File: src/rtl/entropy_acc_pkg.sv
// Shared constants for the entropy CRC accumulator.
// Assumes a 64-bit CRC and a 32-bit control word with fixed field offsets.
package entropy_acc_pkg;
    localparam int CRC_W    = 64;
    localparam int NUM_SRC  = 3;
    localparam int CTL_W    = 32;
    localparam int WAIT_W   = 16;
    localparam int EN_LSB   = 0;
    localparam int MODE_BIT = 3;
    localparam int WAIT_LSB = 8;
    // Low 64 bits of the feedback polynomial (x^64 term implied)
    localparam logic [CRC_W-1:0] CRC_POLY = 64'h231D_CEE9_1262_B8A3;
endpackage

File: src/rtl/eca_ctrl_reg.sv
// Control register: holds the source enables, the interlock mode and the wait count.
// Assumes a single-cycle write strobe; there is no readback path.
module eca_ctrl_reg #(
    parameter int NSRC  = entropy_acc_pkg::NUM_SRC,
    parameter int DW    = entropy_acc_pkg::CTL_W,
    parameter int WW    = entropy_acc_pkg::WAIT_W,
    parameter int EN_LO = entropy_acc_pkg::EN_LSB,
    parameter int MODEB = entropy_acc_pkg::MODE_BIT,
    parameter int WT_LO = entropy_acc_pkg::WAIT_LSB
) (
    input  logic            clk,
    input  logic            rst_n,
    input  logic            wr,
    input  logic [DW-1:0]   wdata,
    output logic [NSRC-1:0] en,
    output logic            mode,
    output logic [WW-1:0]   wait_cyc
);
    // Load all fields on a write, clear on reset
    always_ff @(posedge clk) begin
        if (!rst_n) begin
            en       <= '0;
            mode     <= 1'b0;
            wait_cyc <= '0;
        end else if (wr) begin
            en       <= wdata[EN_LO +: NSRC];
            mode     <= wdata[MODEB];
            wait_cyc <= wdata[WT_LO +: WW];
        end
    end

    p_ctl_load_r9: assert property (@(posedge clk) disable iff (!rst_n)
        wr |=> (en == $past(wdata[EN_LO +: NSRC])) && (wait_cyc == $past(wdata[WT_LO +: WW])));
    p_ctl_hold_r9: assert property (@(posedge clk) disable iff (!rst_n)
        (!wr && rst_n) |=> $stable(mode) && $stable(en));
endmodule

File: src/rtl/eca_src_mix.sv
// Gates each noise bit with its enable and folds the survivors into one bit by XOR.
// Assumes the noise bits are already synchronous to clk.
module eca_src_mix #(
    parameter int NSRC = entropy_acc_pkg::NUM_SRC
) (
    input  logic [NSRC-1:0] src,
    input  logic [NSRC-1:0] en,
    output logic            mix
);
    logic [NSRC-1:0] gated;

    // One AND gate per source
    for (genvar g = 0; g < NSRC; g++) begin : g_gate
        assign gated[g] = src[g] & en[g];
    end

    // Parity of the gated sources
    assign mix = ^gated;

    always_comb begin
        if (en == '0) p_none_zero_r3: assert (mix == 1'b0);
    end
endmodule

File: src/rtl/eca_crc_lfsr.sv
// Serial CRC register: one feed bit per clock with MSB-first feedback.
// Assumes the polynomial's top term is implied and only its low W bits are given.
module eca_crc_lfsr #(
    parameter int             W    = entropy_acc_pkg::CRC_W,
    parameter logic [W-1:0]   POLY = entropy_acc_pkg::CRC_POLY
) (
    input  logic         clk,
    input  logic         rst_n,
    input  logic         bit_in,
    output logic [W-1:0] crc
);
    logic fb;
    assign fb = crc[W-1] ^ bit_in;

    // Shift one step per clock, applying the polynomial on feedback
    always_ff @(posedge clk) begin
        if (!rst_n) crc <= '0;
        else        crc <= {crc[W-2:0], 1'b0} ^ (fb ? POLY : '0);
    end

    p_zero_hold_r3: assert property (@(posedge clk) disable iff (!rst_n)
        (crc == '0 && !bit_in) |=> crc == '0);
    p_lsb_tracks_fb_r4: assert property (@(posedge clk) disable iff (!rst_n)
        rst_n |=> crc[0] == $past(crc[W-1] ^ bit_in));
endmodule

File: src/rtl/eca_read_gate.sv
// Read interlock: counts clocks since the last completed read and grants ready.
// Assumes rd_req is held high by the requester until ready is seen.
module eca_read_gate #(
    parameter int CW = entropy_acc_pkg::WAIT_W
) (
    input  logic          clk,
    input  logic          rst_n,
    input  logic          rd_req,
    input  logic          mode,
    input  logic [CW-1:0] wait_cyc,
    output logic          rd_ready
);
    localparam logic [CW-1:0] CNT_MAX = '1;

    logic [CW-1:0] cnt;
    logic          done;

    // Grant when the interlock is off or enough clocks have passed
    assign rd_ready = rd_req && (!mode || (cnt >= wait_cyc));
    assign done     = rd_req && rd_ready;

    // Restart after a completed read, otherwise count up and saturate
    always_ff @(posedge clk) begin
        if (!rst_n)              cnt <= '0;
        else if (done)           cnt <= '0;
        else if (cnt != CNT_MAX) cnt <= cnt + 1'b1;
    end

    p_restart_r8: assert property (@(posedge clk) disable iff (!rst_n)
        done |=> cnt == '0);
    p_count_up_r8: assert property (@(posedge clk) disable iff (!rst_n)
        (rst_n && !done && cnt != CNT_MAX) |=> cnt == $past(cnt) + 1'b1);
    p_ready_needs_req_r6: assert property (@(posedge clk) disable iff (!rst_n)
        rd_ready |-> rd_req);
    p_open_mode_r6: assert property (@(posedge clk) disable iff (!rst_n)
        (rd_req && !mode) |-> rd_ready);
endmodule

File: src/rtl/entropy_crc_acc.sv
// Top level: control register, source mixer, serial CRC and read interlock.
// Assumes all inputs are synchronous to clk; rd_data always shows the CRC.
module entropy_crc_acc #(
    parameter int NSRC = entropy_acc_pkg::NUM_SRC,
    parameter int DW   = entropy_acc_pkg::CTL_W,
    parameter int CRCW = entropy_acc_pkg::CRC_W,
    parameter int WW   = entropy_acc_pkg::WAIT_W
) (
    input  logic            clk,
    input  logic            rst_n,
    input  logic [NSRC-1:0] src_bits,
    input  logic            ctl_wr,
    input  logic [DW-1:0]   ctl_wdata,
    input  logic            rd_req,
    output logic            rd_ready,
    output logic [CRCW-1:0] rd_data
);
    logic [NSRC-1:0] en;
    logic            mode;
    logic [WW-1:0]   wait_cyc;
    logic            mix;

    eca_ctrl_reg #(.NSRC(NSRC), .DW(DW), .WW(WW)) u_ctl (
        .clk(clk), .rst_n(rst_n), .wr(ctl_wr), .wdata(ctl_wdata),
        .en(en), .mode(mode), .wait_cyc(wait_cyc)
    );

    eca_src_mix #(.NSRC(NSRC)) u_mix (
        .src(src_bits), .en(en), .mix(mix)
    );

    eca_crc_lfsr #(.W(CRCW)) u_crc (
        .clk(clk), .rst_n(rst_n), .bit_in(mix), .crc(rd_data)
    );

    eca_read_gate #(.CW(WW)) u_gate (
        .clk(clk), .rst_n(rst_n), .rd_req(rd_req), .mode(mode),
        .wait_cyc(wait_cyc), .rd_ready(rd_ready)
    );

    p_reset_clear_r1: assert property (@(posedge clk)
        !rst_n |=> (rd_data == '0) && (en == '0) && !mode);
endmodule

File: config.mk
export PLATFORM = sky130hd
export DESIGN_NAME = entropy_crc_acc
export DESIGN_NICKNAME = d
export VERILOG_FILES = /design/src/rtl/entropy_acc_pkg.sv /design/src/rtl/eca_ctrl_reg.sv /design/src/rtl/eca_src_mix.sv /design/src/rtl/eca_crc_lfsr.sv /design/src/rtl/eca_read_gate.sv /design/src/rtl/entropy_crc_acc.sv
export SDC_FILE = /design/constraint.sdc
export NUM_CORES = 1
export LEC_CHECK = 0
export BUFFER_PORTS_ARGS = -buffer_cell sky130_fd_sc_hd__buf_2
export CAP_MARGIN = 20
export CELL_PAD_IN_SITES_DETAIL_PLACEMENT = 0
export CELL_PAD_IN_SITES_GLOBAL_PLACEMENT = 1
export CORE_MARGIN = 2
export CORE_UTILIZATION = 40
export DETAILED_ROUTE_END_ITERATION = 10
export GPL_TIMING_DRIVEN = 0
export PLACE_DENSITY_LB_ADDON = 0.1
export SETUP_SLACK_MARGIN = 0.5
export SLEW_MARGIN = 0
export SYNTH_ARGS = -nofsm -noshare
export SYNTH_HDL_FRONTEND = slang
export SYNTH_HIERARCHICAL = 1
export SYNTH_SLANG_ARGS = --single-unit
File: constraint.sdc
create_clock -name clk -period 2.7 [get_ports clk]
set_input_delay 0.675 -clock clk [delete_from_list [all_inputs] [get_ports clk]]
set_output_delay 0.675 -clock clk [all_outputs]
set_load 0.01 [all_outputs]
==> results of run 1 <==
[synth_stat cells, types with 2 or more instances]
cell type    n  area, um2
a211oi_1     4       30.0
a21oi_1      7       35.0
a31oi_1      2       12.5
and2_1      35        219
buf_12       3       60.1
buf_2        4       20.0
buf_6        7       78.8
clkbuf_1     4       15.0
dfxtp_1    100       2000
ha_1        17        213
inv_1       17       63.8
mux2i_1     53        531
nand2_1     37        139
nand2b_1    31        194
nand3_1     12       60.1
nand4_1      5       31.3
nor2_1      18       67.6
nor2b_1     22        138
nor3_1       5       25.0
o21ai_0      3       15.0
xnor2_1      8       70.1
[critical path, stage by stage (launching register included)]
cell     delay, ns
dfxtp_2       0.37
ha_4          0.27
nand4_1       0.19
nor3_2        0.14
or4b_4        0.51
a31oi_4       0.17
buf_6         0.13
[metrics by stage]
stage | std cells | TNS, ns | hold slack, ns | util [%] | total power, mW
detailed placement | 638 | 0 | 0.440 | 47.3 | 2.09
global route | 663 | -0.247 | 0.480 | 52.6 | 3.29
floorplan | 412 | 0 | 0.469 | - | 1.93
global placement | 638 | 0 | 0.435 | 47.3 | 2.09
finish | 663 | -0.131 | 0.463 | 52.6 | 3.13
CTS | 661 | -0.179 | 0.468 | 51.1 | 3.16
[final cells by class]
type / count / area (um2)
Buffer: 19 / 190
Clock inverter: 5 / 66.3
Tap cell: 136 / 170
Clock buffer: 11 / 151
Multi-Input combinational cell: 276 / 2180
Sequential cell: 100 / 2020
Inverter: 17 / 63.8
Timing Repair Buffer: 99 / 567
Fill cell: 1002 / 4870
[kinds of logic after synthesis]
| logic type | after synthesis | synth area share (%) |
|---|---|---|
| fa+ha+maj | 17 | 5.04 |
| flops | 100 | 47.5 |
| xor+xnor | 11 | 2.79 |
| simple gates | 175 | 22.9 |
| mux | 53 | 12.6 |
| buf+inv | 36 | 5.82 |
| compound gates | 20 | 3.41 |
[worst min path at each step]
stage                     cells past startpoint  slack, ns       endpoint
after floorplan                               2       0.47  u_gate/cnt[9]
after global placement                        1       0.43  u_crc/crc[44]
after detailed placement                      1       0.44  u_crc/crc[19]
after CTS                                     1       0.47  u_crc/crc[24]
after global routing                          1       0.48  u_crc/crc[45]
final                                         1       0.46  u_crc/crc[44]
[power groups by stage]
stage	clock, mW	combinational [mW]	sequential, mW
CTS	1.07	0.462	1.63
global route	1.13	0.523	1.64
detailed placement	0	0.437	1.66
finish	1.03	0.479	1.62
floorplan	0	0.246	1.69
global placement	0	0.432	1.66
[per-layer routing]
metal,track usage (%),part of all wire (%)
met4,4.17,0.95
met5,0,0
met3,7.29,6.0
met1,19.2,43
met2,27.9,50
[flip-flops by register name, indices dropped and copies added (netlist names)]
name and cells:
u_crc/crc 64, u_ctl/wait_cyc 16, u_ctl/en 3, u_ctl/mode 1, u_gate/cnt 16
[timing repair]
action	4_1_cts	5_1_grt
pin swaps	17	3
gates cloned	1	0
gates resized for setup	38	29
setup endpoints to repair	11	17
buffers inserted	6	2
==> metrics.md, run 1 <==
| Metric | Value |
|---|---|
| Min-delay src | u_crc/crc[43] |
| Minimum clock period | 2.83 ns |
| Slew HR | 67.9% |
| Final setup margin | -0.131 ns |
| RR Endpoint | u_gate/cnt[4] |
| Antenna-violating nets left | 0 |
| Fraction of layout instances using a drive strength above 1 | 34.3% |
| Cell variety after synth | 39 |
| Switching Fraction | 26.4% |
| Power density over cell area | 579 nW/um2 |
| Tightest Pin Transition | 0.481 ns |
| Clock Tree Buf Depth | 2 |
| Largest net degree at the start of global routing | 18 |
| Synthesized flop and latch total | 100 |
| Post-synth ARST share | 0% |
| Antenna cells | 0 |
| Register area share after synthesis | 47.5% |
| Critical Path AT | 2.16 ns |
| R2R setup slack | 0.35 ns |
| Finish-stage setup viols | 1 |
| CTS tree | done |
| Net switching power | 825 uW |
| CP Max Fanout | 7 |
| CTS buffer count | 9 |
| Vias/cell | 4.60 |
| Layout area overhead | 28.2% |
| Syn avg cell area | between 10 and 15 um2 |
| Worst r2r path cells | 10 |
| Grt ovf | 0 |
| Site Rows | 37 |
| Syn nets | roughly 470 |
| Synth Instances | 412 |
| Crit path from | u_gate/cnt[10] |
| # hold bufs at CTS | 0 |
| Routed vias | between 3000 and 4000 |
| Lkg Pwr | 2.52 nW |
| Initial Utilization | 41.0% |
| Final wirelength | 9200 um |
| CP Capture Point | rd_ready |
| Worst Path Required | 2.03 ns |
| Crit path kind | reg2out |
| First-pass GRT wire length | 14400 um |
| Skew-Pair Late Insertion Delay | about 0.38 ns |
| Die area | 11400 um2 |
| Die Wd | 107 um |
| HP Class | reg2reg |
| Reg-to-reg critical path startpoint | u_gate/cnt[10] |
| Top FF cell, synth | dfxtp_1 |
| Detailed-route DRC error count | 0 |
| Clk_skew | 0.0102 ns |
| Core footprint | 10300 um2 |
| Peak Freq | 0.353 GHz |
| Placer Congestion | 0.778 |
| Cell-internal power | 2.30 mW |
| Port Buffers | 90 |
| Most common library cell in the layout ignoring fill and taps | buf_2 |
| Final Cycle Share | 105% |
| Status | complete, but fails checks |
| Clk sinks | 100 |
| Violated checks | setup timing |
| Number of synthesized flops with an enable pin | 0 |
| Comb pwr share | 15.3% |
| Vias in the first global route | 2883 |
| Placement Cell Area | 4860 um2 |
| H-tree Lvls | 3 |
| Final Hold Viols | 0 |
| Routed length per instance | 13.9 um |
| Clock-pin transition on the worst setup and hold timing paths | 0.10 ns |
| Clock power frac | 32.8% |
| Nets | 578 |
| Max cap viols | 0 |
| Initial antenna violation count | 0 |
| Yosys warns | 6 |
| Most frequent cells in the layout | buf_2, dfxtp_1, mux2i_1, nand2_1, and2_1 |
| Die height | 107 um |
| RSZ-0062 raised after global routing | yes |
| Crit path launch type | register |
| Netlist Area Pre-Place | 4220 um2 |
| DRT iter0 DRCs | 69 |
| Crit. End Element | primary output |
| Design area | 5410 um2 |
| I/O pins | 104 |
| Total GRT Usage | 16.6% |
| Sequential power share | 51.9% |
| Worst VDD drop | between 0.4 and 0.5 mV |
| Place WS | roughly 0.14 ns |
| Detailed placement HPWL | between 6000 and 7000 um |
| Drt pass-1 iters | 4 |
| Clock Tree Root | clkbuf_8 |
| Slew Viols, Final | 0 |
(Power assumes the default switching activity.)
==> run 2, diff against run 1 <==
- clock period: 2.7 -> 3.2 ns (I/O delays scaled with it)
==> run 2 against run 1 <==
  * The run now ends clean
  * Sequential cell count unchanged
  * Power is 17% lower
  * Sequential power down 15%
  * Worst hold slack got worse by 0.0030 ns
  * Worst setup slack improved by 0.31 ns
  * Sequential share of layout area up 1.9 points
  * Count of clock-buffer cells in the layout is the same
  * Routed wire length decreased by 2.0%
  * Via count is 0.56% lower
  * Critical path type unchanged
==> metrics.md, run 2 (same netlist as run 1, synthesis figures left out) <==
| Metric | Value |
|---|---|
| Status | finished, final reports clean |
| Largest net degree at the start of global routing | 17 |
| Clk_skew | about 0.0093 ns |
| Hold slack | roughly 0.46 ns |
| RSZ-0062 raised after global routing | yes |
| Total GRT Usage | 16.5% |
| CTS tree | done |
| Die Wd | around 110 um |
| Skew-Pair Late Insertion Delay | 0.36 ns |
| Die height | roughly 110 um |
| # hold bufs at CTS | 0 |
| Layout area overhead | 21.2% |
| Worst VDD drop | 0.255 mV |
| Antenna-violating nets left | 0 |
| TNS Setup | 0 ns |
| Min-delay src | u_crc/crc[26] |
| Grt ovf | 0 |
| Clock Tree Buf Depth | 2 |
| Slew HR | 65.7% |
| Antenna cells | 0 |
| Filler cells | 1027 |
| Site Rows | 37 |
| Max cap viols | 0 |
| Clock-pin transition on the worst setup and hold timing paths | 0.10 ns |
| Vias/cell | 4.62 |
| CTS buffer count | 9 |
| Power density over cell area | 505 nW/um2 |
| Drt pass-1 iters | 4 |
| Final wirelength | 9010 um |
| Detailed-route DRC error count | 0 |
| Routed length per instance | 13.7 um |
| Vias in the first global route | 3045 |
| Finish-stage setup viols | 0 |
| Most frequent cells in the layout | dfxtp_1, buf_2, mux2i_1, nand2_1, and2_1 |
| Port Buffers | 90 |
| CP Max Fanout | 2 |
| Clk sinks | 100 |
| Lkg Pwr | around 2.5 nW |
| R2R setup slack | 0.83 ns |
| Initial Utilization | 41.0% |
| Minimum clock period | 3.02 ns |
| Placer Congestion | 0.772 |
| Core footprint | 10300 um2 |
| Peak Freq | 0.331 GHz |
| Crit. End Element | primary output |
| Final Cycle Share | 94.4% |
| Reg-to-reg critical path startpoint | u_ctl/wait_cyc[9] |
| Tightest Pin Transition | around 0.50 ns |
| Routed vias | a little over 3000 |
| Initial antenna violation count | 0 |
| Fraction of layout instances using a drive strength above 1 | 26.7% |
| Biggest register | u_crc/crc |
| Worst r2r path cells | 9 |
| DRT iter0 DRCs | 59 |
| Crit path kind | reg2out |
| Hold endpoint | u_crc/crc[27] |
| Die area | 11400 um2 |
| HP Class | reg2reg |
| RR Endpoint | u_gate/cnt[14] |
| Tot Pwr | 2.58 mW |
| Detailed placement HPWL | 6650 um |
| H-tree Lvls | 3 |
| First-pass GRT wire length | approximately 15000 um |
| Worst Path Required | 2.40 ns |
| Slew Viols, Final | 0 |
| Hold Path Stages | 1 |
| Max FFs per register | 64 |
| I/O pins | between 100 and 150 |
| Critical Path AT | around 2.2 ns |
| Nets | 572 |
| Crit path launch type | register |
| Most common library cell in the layout ignoring fill and taps | dfxtp_1 |
| Final Hold Viols | 0 |
| Leading registers by flop count | u_crc/crc: 64 flops, u_ctl/wait_cyc: 16 flops, u_gate/cnt: 16 flops |
| Clock Tree Root | clkbuf_8 |
-- run 2: how the worst max path moves through the flow --
stage	startpoint	end	slack (ns)	cells past startpoint
2_1_floorplan	u_ctl/wait_cyc[13]	rd_ready	0.79	6
4_1_cts	u_ctl/wait_cyc[9]	rd_ready	0.16	7
5_1_grt	u_ctl/wait_cyc[11]	rd_ready	0.06	9
3_5_place_dp	u_ctl/wait_cyc[9]	rd_ready	0.43	7
6_report	u_ctl/wait_cyc[9]	rd_ready	0.18	9
3_3_place_gp	u_gate/cnt[10]	rd_ready	0.47	6
-- run 2: layer usage --
metal  wire length, um  track usage (%)
met1              3950             19.5
met2              4480             28.4
met3               445             4.44
met4               131             6.68
met5                 0                0
-- run 2: final cells by class --
cell class              count  area (um2)  share of cell area (%)
multi-input cells         276        2000                    39.2
plain buffers              19         181                    3.55
repair buffers             93         473                    9.26
clock buffers              11         151                    2.96
clock inverters             5        57.6                    1.13
inverters                  17        63.8                    1.25
flip-flops and latches    100        2010                    39.3
well taps                 136         170                    3.33
-- run 2: power by group --
part	switching [mW]	internal (mW)
clock	0.436	0.408
sequential	0.0442	1.33
combinational	0.184	0.184
-- run 2: repair_timing --
item | in CTS | in global routing
pin swaps | 3 | 0
hold endpoints to repair | 0 | 0
setup buffers | 3 | 0
resized for setup | 8 | 3
setup endpoints to repair | 1 | 1
-- run 2: stage by stage --
| stage | setup slack, ns | std cells | utilization [%] | instance area [um2] |
|---|---|---|---|---|
| after floorplan | 0.787 | 412 | - | 4220 |
| after global placement | 0.474 | 638 | 47.1 | 4840 |
| after detailed placement | 0.432 | 638 | 47.1 | 4840 |
| after CTS | 0.164 | 657 | 49.6 | 5090 |
| after global routing | 0.0584 | 657 | 49.7 | 5110 |
| final | 0.180 | 657 | 49.7 | 5110 |
-- run 2: critical path, cell delays in order (launching register included) --
cell and delay, ns:
dfxtp_2 0.35, inv_1 0.05, ha_1 0.30, nand4_1 0.18, buf_4 0.19, buf_4 0.12
a31oi_2 0.16, o21bai_2 0.13, a31oi_4 0.22, buf_2 0.15
